File: src/rtl/wp_cmd_pkg.sv
package wp_cmd_pkg;
  localparam int CMD_AW = 15;
  localparam int DW     = 8;

  localparam logic [CMD_AW-1:0] ADDR_HI = 15'h5555;
  localparam logic [CMD_AW-1:0] ADDR_LO = 15'h2AAA;
  localparam logic [DW-1:0] D_LEAD  = 8'hAA;
  localparam logic [DW-1:0] D_PAIR  = 8'h55;
  localparam logic [DW-1:0] D_ARM   = 8'hA0;
  localparam logic [DW-1:0] D_ESC   = 8'h80;
  localparam logic [DW-1:0] D_DISARM = 8'h20;

  typedef enum logic [2:0] {
    M_IDLE   = 3'd0,
    M_S1     = 3'd1,
    M_S2     = 3'd2,
    M_S3     = 3'd3,
    M_S4     = 3'd4,
    M_S5     = 3'd5,
    M_OPEN_EN  = 3'd6,
    M_OPEN_DIS = 3'd7
  } mstate_t;

  typedef struct packed {
    mstate_t nxt;
    logic    cmd;
    logic    en_hit;
    logic    dis_hit;
  } step_t;

  function automatic logic hit(input logic [CMD_AW-1:0] a, input logic [DW-1:0] d,
                               input logic [CMD_AW-1:0] ea, input logic [DW-1:0] ed);
    return (a == ea) && (d == ed);
  endfunction

  // One matcher step for a strobed byte. A mismatch from a partial string lands in idle.
  function automatic step_t seq_step(input mstate_t st, input logic [CMD_AW-1:0] a,
                                     input logic [DW-1:0] d);
    step_t r;
    r.nxt = M_IDLE;
    r.cmd = 1'b0;
    r.en_hit = 1'b0;
    r.dis_hit = 1'b0;
    case (st)
      M_IDLE: if (hit(a, d, ADDR_HI, D_LEAD)) begin r.nxt = M_S1; r.cmd = 1'b1; end
      M_S1:   if (hit(a, d, ADDR_LO, D_PAIR)) begin r.nxt = M_S2; r.cmd = 1'b1; end
      M_S2: begin
        if (hit(a, d, ADDR_HI, D_ARM)) begin
          r.nxt = M_OPEN_EN; r.cmd = 1'b1; r.en_hit = 1'b1;
        end else if (hit(a, d, ADDR_HI, D_ESC)) begin
          r.nxt = M_S3; r.cmd = 1'b1;
        end
      end
      M_S3:   if (hit(a, d, ADDR_HI, D_LEAD)) begin r.nxt = M_S4; r.cmd = 1'b1; end
      M_S4:   if (hit(a, d, ADDR_LO, D_PAIR)) begin r.nxt = M_S5; r.cmd = 1'b1; end
      M_S5: begin
        if (hit(a, d, ADDR_HI, D_DISARM)) begin
          r.nxt = M_OPEN_DIS; r.cmd = 1'b1; r.dis_hit = 1'b1;
        end
      end
      M_OPEN_EN:  r.nxt = M_OPEN_EN;
      M_OPEN_DIS: r.nxt = M_OPEN_DIS;
      default:    r.nxt = M_IDLE;
    endcase
    return r;
  endfunction

  function automatic logic is_open(input mstate_t st);
    return (st == M_OPEN_EN) || (st == M_OPEN_DIS);
  endfunction
endpackage

File: src/rtl/wp_seq_match.sv
module wp_seq_match
  import wp_cmd_pkg::*;
(
  input  logic              clk,
  input  logic              rst_n,
  input  logic              wr_stb,
  input  logic [CMD_AW-1:0] wr_addr,
  input  logic [DW-1:0]     wr_data,
  input  logic              load_close,
  input  logic              prog_done,
  output mstate_t           state_q,
  output logic              cmd_byte,
  output logic              en_hit,
  output logic              dis_hit,
  output logic              seq_open
);
  step_t step;

  always_comb begin
    step     = seq_step(state_q, wr_addr, wr_data);
    cmd_byte = wr_stb & step.cmd;
    en_hit   = wr_stb & step.en_hit;
    dis_hit  = wr_stb & step.dis_hit;
    seq_open = is_open(state_q);
  end

  always_ff @(posedge clk or negedge rst_n) begin
    if (!rst_n)
      state_q <= M_IDLE;
    else if (prog_done)
      state_q <= M_IDLE;
    else if (wr_stb)
      state_q <= step.nxt;
    else if (load_close && !seq_open)
      state_q <= M_IDLE;
  end
endmodule

File: src/rtl/wp_state_reg.sv
module wp_state_reg #(
  parameter bit PROT_INIT = 1'b0
) (
  input  logic clk,
  input  logic rst_n,
  input  logic en_hit,
  input  logic dis_hit,
  input  logic prog_done,
  output logic protect_q,
  output logic pend_set,
  output logic pend_clr
);
  always_ff @(posedge clk or negedge rst_n) begin
    if (!rst_n) begin
      pend_set <= 1'b0;
      pend_clr <= 1'b0;
    end else if (prog_done) begin
      pend_set <= 1'b0;
      pend_clr <= 1'b0;
    end else begin
      if (en_hit)  pend_set <= 1'b1;
      if (dis_hit) pend_clr <= 1'b1;
    end
  end

  always_ff @(posedge clk or negedge rst_n) begin
    if (!rst_n)
      protect_q <= PROT_INIT;
    else if (prog_done) begin
      if (pend_set)      protect_q <= 1'b1;
      else if (pend_clr) protect_q <= 1'b0;
    end
  end
endmodule

File: src/rtl/wp_store_gate.sv
module wp_store_gate (
  input  logic wr_stb,
  input  logic cmd_byte,
  input  logic protect,
  input  logic seq_open,
  output logic store_ok
);
  always_comb store_ok = wr_stb & ~cmd_byte & (~protect | seq_open);
endmodule

File: src/rtl/wp_cmd_guard.sv
module wp_cmd_guard
  import wp_cmd_pkg::*;
#(
  parameter bit PROT_INIT = 1'b0
) (
  input  logic              clk,
  input  logic              rst_n,
  input  logic              wr_stb,
  input  logic [CMD_AW-1:0] wr_addr,
  input  logic [DW-1:0]     wr_data,
  input  logic              load_close,
  input  logic              prog_done,
  output logic              protect_o,
  output logic              load_unlocked_o,
  output logic              cmd_byte_o,
  output logic              store_ok_o
);
  mstate_t match_state;
  logic cmd_byte, en_hit, dis_hit, seq_open;
  logic pend_set, pend_clr, protect_q, store_ok;
  logic match_idle;

  wp_seq_match u_match (
    .clk(clk), .rst_n(rst_n), .wr_stb(wr_stb), .wr_addr(wr_addr), .wr_data(wr_data),
    .load_close(load_close), .prog_done(prog_done), .state_q(match_state),
    .cmd_byte(cmd_byte), .en_hit(en_hit), .dis_hit(dis_hit), .seq_open(seq_open)
  );

  wp_state_reg #(.PROT_INIT(PROT_INIT)) u_state (
    .clk(clk), .rst_n(rst_n), .en_hit(en_hit), .dis_hit(dis_hit), .prog_done(prog_done),
    .protect_q(protect_q), .pend_set(pend_set), .pend_clr(pend_clr)
  );

  wp_store_gate u_gate (
    .wr_stb(wr_stb), .cmd_byte(cmd_byte), .protect(protect_q), .seq_open(seq_open),
    .store_ok(store_ok)
  );

  assign match_idle      = (match_state == M_IDLE);
  assign protect_o       = protect_q;
  assign load_unlocked_o = seq_open;
  assign cmd_byte_o      = cmd_byte;
  assign store_ok_o      = store_ok;
endmodule

File: config.mk
export PLATFORM = sky130hd
export DESIGN_NAME = wp_cmd_guard
export DESIGN_NICKNAME = d
export VERILOG_FILES = /design/src/rtl/wp_cmd_pkg.sv /design/src/rtl/wp_seq_match.sv /design/src/rtl/wp_state_reg.sv /design/src/rtl/wp_store_gate.sv /design/src/rtl/wp_cmd_guard.sv
export SDC_FILE = /design/constraint.sdc
export NUM_CORES = 1
export LEC_CHECK = 0
export BUFFER_PORTS_ARGS = -buffer_cell sky130_fd_sc_hd__buf_2
export CORE_UTILIZATION = 48
export CTS_BUF_LIST = sky130_fd_sc_hd__clkbuf_4
export DETAILED_ROUTE_END_ITERATION = 16
export PLACE_DENSITY = 0.81
export SYNTH_ARGS = -nofsm -noshare
export SYNTH_HDL_FRONTEND = slang
export SYNTH_SLANG_ARGS = --single-unit
File: constraint.sdc
create_clock -name clk -period 1.8 [get_ports clk]
set_input_delay 0 -clock clk [delete_from_list [all_inputs] [get_ports clk]]
set_output_delay 0 -clock clk [all_outputs]
set_load 0.1 [all_outputs]
==> results_dict.tcl, run 1 <==
set metrics [dict create \
    status "finished, violations left" \
    violations "setup timing" \
    start_util_pct 53.5 \
    worst_slack_ns -0.0566 \
    r2r_slack_ns -0.05 \
    hold_end "u_state.pend_set$_DFFE_PN0P_" \
    clock_latency_ns 0.25 \
    ant_nets 0 \
    end_kind "output port" \
    synth_edf_count 0 \
    rsz0062_at_grt "true" \
    cts_buffers 3 \
    layout-drive-gt1-share_pct 55.9 \
    worst_pin_slew_ns 0.587 \
    yosysWarnings 0 \
    cap_violations 0 \
    r2r_start "u_match.state_q[1]$_DFFE_PN0P_" \
    min_path_cells 2 \
    required_ns 1.80 \
    fin_crit_ns 1.86 \
    peakVddDrop_v 0.000313 \
    syn_to_final_growth_pct 52.8 \
    fin_total_pwr_mw 0.354 \
    reg2reg_to "u_match.state_q[0]$_DFFE_PN0P_" \
    hp-class "in -> reg" \
    critPathMaxFanout 4 \
    finalHoldViolCount 0 \
    synthXorXnorAreaFrac_pct 2.46 \
    finClkSkew_ns 0.00973 \
    dpl.hpwl_um 1560 \
    syn_area_per_cell_um2 8.59 \
    setup-violations-final 3 \
    yosys.area.top_type "dfrtp_1" \
    crit_family "simple AND/OR/NAND/NOR gates" \
    wire_per_inst_um 16.3 \
    synthMuxAreaShare_pct 0 \
    cts_sinks 6 \
    grt.met2_usage_pct 50.4 \
    worstHoldStart "prog_done" \
    drc 0 \
    place_ws_ns -0.0883 \
    use_met1_pct 38.5 \
    via_per_inst 6.15 \
    synth-async-reset-ratio_pct 100 \
    row_count 13 \
    crit_buf_inv 2 \
    routabilityCongestion 0.891 \
    grt_pass1_vias 751 \
    routed_wl_um 2320 \
    dr.pass1.iters 4 \
    slowest_delay_ns 0.43 \
    dieWidth_um 40.5 \
    syn-cell-area_um2 713 \
    slowest_stage "dfrtp_2" \
    htree_levels 1 \
    leakage_nw 0.463 \
    port_buffers 31 \
    slew_headroom_pct 60.3 \
    n_antenna_cell 0 \
    syn_inst 83 \
    cts_root_buffer "clkbuf_4" \
    fmax_mhz 539 \
    synth_fa_ha_area_share_pct 0 \
    ios 32 \
    crit_type "reg -> out" \
    post-route-util_pct 81.7 \
    antenna_found_initial 0 \
    instances_no_fill 142 \
    place_inst 125 \
    grtUsageTotal_pct 29.5 \
    cts_tree "built" \
    ys_seq_area_share_pct 21.1 \
    rr_worst_depth 7 \
    overflow 0 \
    min_period_over_period_pct 103 \
    worstPathArrival_ns 1.86 \
    synth_top_family_by_area "simple AND/OR/NAND/NOR gates" \
    yosysMostFrequentCell "nor2_1" \
    vias 874 \
    synth_top_area_share_pct 21.1 \
    grtUsageMet3_pct 6.67 \
    slew_viol_final 0 \
    grt_max_degree 11 \
    die_area_um2 1640 \
    grt_busiest_layer "met2" \
    synth_ff_type "dfrtp_1" \
    synthSimpleGateAreaFrac_pct 47.0 \
    coreArea_um2 1330 \
    start_kind "flip-flop" \
    path_clk_slew_ns 0.05 \
    synth.net_count 111 \
    yosysUniqueCellTypes 44 \
    synth_common_cells "nor2_1, dfrtp_1, nor3_1" \
    grt_pass1_wl_um 3140 \
    hold_ws_ns 0.0453 \
    power_density_nw_per_um2 325 \
    cp_cell_sequence "buf_4 > xor2_1 > or3_1 > o31ai_2 > a22oi_2 > and3_4 > buf_12" \
    ys_ff_latch 6 \
    die_h_um 40.5 \
    synthTopCellsByArea "dfrtp_1, nor4_4, nor2_1, nor4b_1, nor3_1" \
    clock_path_buffers 2 \
    synth_compound_area_share_pct 20.4 \
    drt_iter0_drc 50 \
    fin_nets 157 \
]
[layer usage]
metal | share of wire, % | vias up
li1 | - | 417
met1 | 45 | 416
met2 | 49 | 39
met3 | 5.3 | 2
met4 | 0.43 | 0
met5 | 0 | -
[what timing repair did]
item	CTS	global route
pin swaps	4	3
setup endpoints to repair	2	3
hold buffers	1	0
endpoints found under the hold margin	6	0
setup buffers	9	4
resized for setup	9	6
[cells in the final DEF (no fill, tap or decap), types with 4 or more instances in the layout]
| cell | synthesis | layout |
|---|---|---|
| buf_4 | 1 | 12 |
| nor2_1 | 10 | 7 |
| nor3_1 | 5 | 5 |
| nand2_1 | 4 | 4 |
| buf_2 | 2 | 29 |
[logic make-up after synthesis]
logic type	after synthesis
xor gates and xnor gates	2
DFF	6
and+or+nand+nor	46
buffers and inverters	9
AOI/OAI and AO/OA	20
[power by group]
| group | internal, mW | total, mW | switching, mW | leakage [nW] |
|---|---|---|---|---|
| registers | 0.135 | 0.135 | 0.00000000304 | 0.0788 |
| clock network | 0.0756 | 0.126 | 0.0506 | 0.0138 |
| logic | 0.0411 | 0.0926 | 0.0515 | 0.370 |
[worst max-delay path by stage]
| stage | startpoint | endpoint | slack [ns] | cells past startpoint |
|---|---|---|---|---|
| floorplan | u_match.state_q[1]$_DFFE_PN0P_ | cmd_byte_o | -0.20 | 6 |
| global placement | u_match.state_q[1]$_DFFE_PN0P_ | store_ok_o | 0.12 | 6 |
| detailed placement | u_match.state_q[1]$_DFFE_PN0P_ | store_ok_o | -0.09 | 6 |
| CTS | u_match.state_q[0]$_DFFE_PN0P_ | store_ok_o | -0.06 | 6 |
| global route | u_match.state_q[1]$_DFFE_PN0P_ | u_match.state_q[0]$_DFFE_PN0P_ | -0.13 | 7 |
| finish | u_match.state_q[1]$_DFFE_PN0P_ | store_ok_o | -0.06 | 7 |
[registers in the layout, indices dropped and copies added (netlist names)]
register,flops
u_state.pend_clr,1
u_state.pend_set,1
u_state.protect_q,1
u_match.state_q,3
[final cells by class]
cell class              instances  area [µm²]
fillers                        79         244
clock buffers                   3        22.5
flip-flops and latches          6         154
well taps                      15        18.8
inverters                       4        28.8
repair buffers                 46         308
multi-input cells              68         558
[stage by stage]
| stage | instance area (µm²) | setup TNS, ns |
|---|---|---|
| 2_1_floorplan | 718 | -0.202 |
| 3_3_place_gp | 893 | 0 |
| 3_5_place_dp | 893 | -0.109 |
| 4_1_cts | 1030 | -0.0937 |
| 5_1_grt | 1090 | -0.321 |
| 6_report | 1090 | -0.135 |
Note: power is estimated with default switching activity, not from simulation.
==> run 2, diff against run 1 <==
Settings changed: CELL_PAD_IN_SITES_DETAIL_PLACEMENT set to 1, CELL_PAD_IN_SITES_GLOBAL_PLACEMENT set to 1, CORE_UTILIZATION 48 to 34, PLACE_DENSITY 0.81 to unset, PLACE_DENSITY_LB_ADDON set to 0.1.
==> results_dict.tcl, run 2 (synthesis gave the netlist of run 1 again) <==
set metrics [dict create \
    drc 0 \
    htree_levels 1 \
    fin_crit_ns 1.82 \
    via_per_inst 5.80 \
    cts_sinks 6 \
    fin_total_pwr_mw 0.354 \
    clkPwrFrac_pct 35.2 \
    grt_pass1_wl_um 3510 \
    coreArea_um2 1960 \
    finClkSkew_ns 0.00911 \
    fin_nets 153 \
    dr.pass1.iters 4 \
    clock_latency_ns 0.25 \
    ant_nets 0 \
    cts_root_buffer "clkbuf_4" \
    overflow 0 \
    die_h_um 47.8 \
    final-seq-area_um2 154 \
    ios 32 \
    grt_pass1_vias 771 \
    nFillCells 254 \
    multi_input_area_um2 559 \
    routed_wl_um 2410 \
    dpl.hpwl_um 1770 \
    hp-class "in -> reg" \
    intPower_mw 0.252 \
    place_ws_ns 0.156 \
    required_ns 1.80 \
    largest_register_ffs 3 \
    end_kind "output port" \
    cts_tree "built" \
    hold_ws_ns 0.0706 \
    path_clk_slew_ns 0.05 \
    start_kind "flip-flop" \
    min_period_over_period_pct 101 \
    critPathMaxFanout 6 \
    port_buffers 31 \
    status "finished, violations left" \
    crit_type "reg -> out" \
    worst_slack_ns -0.0226 \
    rsz0062_at_grt "true" \
    grt_max_degree 11 \
    slew_viol_final 0 \
    layout_commonest_cell "buf_2" \
    vias 870 \
    routabilityCongestion 0.892 \
    switchingPower_mw 0.103 \
    fmax_mhz 549 \
    violations "setup timing" \
    clock_path_buffers 2 \
    row_count 16 \
    antenna_found_initial 0 \
    drt_iter0_drc 14 \
    grtUsageTotal_pct 22.3 \
    syn_to_final_growth_pct 49.8 \
    swShare_pct 29.0 \
    worstPathArrival_ns 1.82 \
    setup-violations-final 2 \
    leakage_nw 0.440 \
    final_cell_mix "buf_2, buf_4, nor2_1, nand2_1, nor3_1" \
    cap_violations 0 \
    power_density_nw_per_um2 332 \
    wire_per_inst_um 16.0 \
    layout-drive-gt1-share_pct 53.7 \
    top_register "u_match.state_q" \
    peakVddDrop_v 0.000408 \
    dieWidth_um 47.8 \
    p_comb_share_pct 26.6 \
    finalHoldViolCount 0 \
    p_seq_share_pct 38.1 \
    slew_headroom_pct 67.6 \
    die_area_um2 2280 \
    n_antenna_cell 0 \
    start_util_pct 36.4 \
    cts_buffers 3 \
    worst_pin_slew_ns 0.489 \
]
run 2: changes by cell type in the layout (fill, tap and decap cells not counted), sizes merged:
cell	change
buf	-4
run 2: path summary, 6_finish.rpt:
| check | cells past startpoint | end | slack [ns] | startpoint |
|---|---|---|---|---|
| max | 6 | cmd_byte_o | -0.02 | u_match.state_q[1]$_DFFE_PN0P_ |
| min | 2 | u_state.pend_clr$_DFFE_PN0P_ | 0.07 | prog_done |
| max reg2reg | 7 | u_match.state_q[0]$_DFFE_PN0P_ | 0.06 | u_match.state_q[0]$_DFFE_PN0P_ |
| min reg2reg | 2 | u_state.pend_clr$_DFFE_PN0P_ | 0.51 | u_state.pend_clr$_DFFE_PN0P_ |
| max in group asynchronous | 2 | u_match.state_q[0]$_DFFE_PN0P_ | 1.49 | rst_n |
| min in group asynchronous | 2 | u_match.state_q[2]$_DFFE_PN0P_ | 0.15 | rst_n |
run 2: timing repair:
item / in CTS / in global routing
setup buffers: 5 / 1
pin swaps: 4 / 5
hold buffers: 1 / 0
endpoints found under the setup margin: 2 / 3
hold endpoints to repair: 6 / 0
resized for setup: 5 / 8
run 2: metal layers:
layer,up-vias,track usage [%],wire length [µm]
met4,0,4.44,0
met5,-,0,0
met3,0,6.42,127
li1,410,-,-
met2,36,36.5,1230
met1,424,29.3,1050
run 2: final cells by class:
cell class / count / area share (%)
multi-input cells: 68 / 52.3
repair buffers: 42 / 25.3
flip-flops and latches: 6 / 14.4
well taps: 27 / 3.16
inverters: 4 / 2.69
clock buffers: 3 / 2.11
run 2: stage by stage:
step	TNS (ns)	instance area, µm²	instances	util (%)
after global placement	0	931	140	47.4
after global routing	-0.298	1070	150	54.5
after CTS	-0.159	1010	149	51.7
final	-0.0358	1070	150	54.5
after floorplan	-0.202	718	83	-
after detailed placement	0	931	140	47.4
run 2: worst max-delay path: stages, from the launching register on:
cell and delay [ns]:
dfrtp_2 0.45, nor4bb_4 0.32, a41oi_2 0.07, o31ai_2 0.24, a22oi_2 0.13, nor2_2 0.18
buf_12 0.19
run 2: power by group through the flow:
stage | logic, mW | clock network (mW) | registers [mW]
after floorplan | 0.0329 | 0 | 0.137
after global placement | 0.0860 | 0 | 0.137
after detailed placement | 0.0874 | 0 | 0.137
after CTS | 0.0905 | 0.131 | 0.135
after global routing | 0.102 | 0.139 | 0.135
final | 0.0943 | 0.125 | 0.135
==> run 3, diff against run 2 <==
Settings changed: PLACE_DENSITY_LB_ADDON 0.1 to 0.05.
==> results_dict.tcl, run 3 (synthesis gave the netlist of run 1 again) <==
set metrics [dict create \
    layout-drive-gt1-share_pct 51.6 \
    clock_path_buffers 2 \
    grt_busiest_layer "met2" \
    via_per_inst 5.73 \
    grtUsageMet3_pct 7.55 \
    cts_tree "built" \
    power_density_nw_per_um2 333 \
    grt.met2_usage_pct 39.2 \
    slew_headroom_pct 64.5 \
    worst_slack_ns -0.0891 \
    worstPathArrival_ns 1.89 \
    htree_levels 1 \
    overflow 0 \
    instances_no_fill 149 \
    cp_cell_sequence "buf_4 > xor2_1 > or3_1 > o31ai_2 > a22oi_2 > and3_4 > buf_12" \
    dr.pass1.iters 4 \
    slowest_stage "dfrtp_2" \
    leakage_nw 0.436 \
    crit_type "reg -> out" \
    place_ws_ns 0.0856 \
    die_h_um 47.8 \
    finalHoldViolCount 0 \
    peakVddDrop_v 0.000428 \
    top_register "u_match.state_q" \
    path_clk_slew_ns 0.05 \
    place_inst 140 \
    row_count 16 \
    cts_sinks 6 \
    dpl.hpwl_um 1810 \
    syn_to_final_growth_pct 46.8 \
    fmax_mhz 529 \
    slew_viol_final 0 \
    use_met1_pct 28.1 \
    end_kind "output port" \
    start_kind "flip-flop" \
    final-seq-area_um2 154 \
    slowest_delay_ns 0.42 \
    ios 32 \
    setup-violations-final 2 \
    required_ns 1.80 \
    drc 0 \
    layout_commonest_cell "buf_2" \
    violations "setup timing" \
    worst_pin_slew_ns 0.525 \
    grt_pass1_wl_um 3590 \
    port_buffers 31 \
    nFillCells 259 \
    rsz0062_at_grt "true" \
    crit_buf_inv 2 \
    drt_iter0_drc 11 \
    min_period_over_period_pct 105 \
    finClkSkew_ns 0.00113 \
    grt_pass1_vias 811 \
    vias 854 \
    ant_nets 0 \
    start_util_pct 36.4 \
    hp-class "in -> reg" \
    fin_nets 152 \
    die_area_um2 2280 \
    clock_latency_ns 0.24 \
    status "finished, violations left" \
    grtUsageTotal_pct 22.8 \
    wire_per_inst_um 16.1 \
    multi_input_area_um2 533 \
    final_cell_mix "buf_2, nor2_1, buf_4, nor3_1, nand2_1" \
    routabilityCongestion 0.857 \
    routed_wl_um 2400 \
    crit_family "simple AND/OR/NAND/NOR gates" \
    cts_buffers 3 \
    grt_max_degree 11 \
    fin_crit_ns 1.89 \
    critPathMaxFanout 3 \
    largest_register_ffs 3 \
    cap_violations 0 \
    coreArea_um2 1960 \
    cts_root_buffer "clkbuf_4" \
    n_antenna_cell 0 \
    dieWidth_um 47.8 \
    antenna_found_initial 0 \
]
run 3: changes by cell type in the layout (fill, tap and decap cells not counted), sizes merged:
cell / before / now
buf: 41 / 40
run 3: final timing paths:
check / start / endpoint / slack (ns) / cells past startpoint
worst min register to register: u_state.pend_clr$_DFFE_PN0P_ / u_state.pend_clr$_DFFE_PN0P_ / 0.51 / 2
worst max-delay path: u_match.state_q[0]$_DFFE_PN0P_ / store_ok_o / -0.09 / 7
min in group asynchronous: rst_n / u_state.pend_set$_DFFE_PN0P_ / 0.15 / 2
worst min-delay path: prog_done / u_state.pend_clr$_DFFE_PN0P_ / 0.06 / 2
max in group asynchronous: rst_n / u_match.state_q[0]$_DFFE_PN0P_ / 1.49 / 2
worst max register to register: u_match.state_q[1]$_DFFE_PN0P_ / u_match.state_q[0]$_DFFE_PN0P_ / 0.05 / 6
run 3: stage by stage:
| stage | util, % | setup TNS [ns] | hold slack, ns | total power, mW | instance area, µm² |
|---|---|---|---|---|---|
| after CTS | 52.0 | -0.173 | 0.0459 | 0.352 | 1020 |
| after floorplan | - | -0.202 | -0.296 | 0.170 | 718 |
| after detailed placement | 47.4 | 0 | -0.169 | 0.224 | 931 |
| final | 53.4 | -0.147 | 0.0552 | 0.349 | 1050 |
| after global routing | 53.4 | -0.294 | 0.0546 | 0.376 | 1050 |
| after global placement | 47.4 | 0 | -0.171 | 0.223 | 931 |
run 3: layer usage:
layer	part of all wire [%]	vias up
li1	-	410
met1	45	418
met2	51	26
met3	4.4	0
met4	0	0
met5	0	-
run 3: cell type report:
cell class                      instances  share of cell area (%)
Inverter                                4                    2.75
Multi-Input combinational cell         68                    50.9
Tap cell                               27                    3.23
Timing Repair Buffer                   41                    26.3
Sequential cell                         6                    14.7
Clock buffer                            3                    2.15
run 3: repair_timing:
| item | in CTS | in global routing |
|---|---|---|
| hold buffers | 1 | 0 |
| endpoints found under the setup margin | 2 | 3 |
| setup buffers | 4 | 1 |
| gates resized for setup | 5 | 4 |
| endpoints found under the hold margin | 6 | 0 |
| pin swaps | 4 | 3 |
| gates cloned | 0 | 0 |
run 3: power breakdown:
group          switching (mW)  total (mW)  internal [mW]
logic                  0.0511      0.0924         0.0413
registers       0.00000000185       0.135          0.135
clock network          0.0462       0.121         0.0753
total                  0.0973       0.349          0.252
run 3: worst reg2reg max path: cells and delay by family, from the launching register on:
kind / cells / cell delay (ns)
buf+inv: 1 / 0.14
flops: 1 / 0.44
simple gates: 4 / 0.82
compound gates: 1 / 0.26
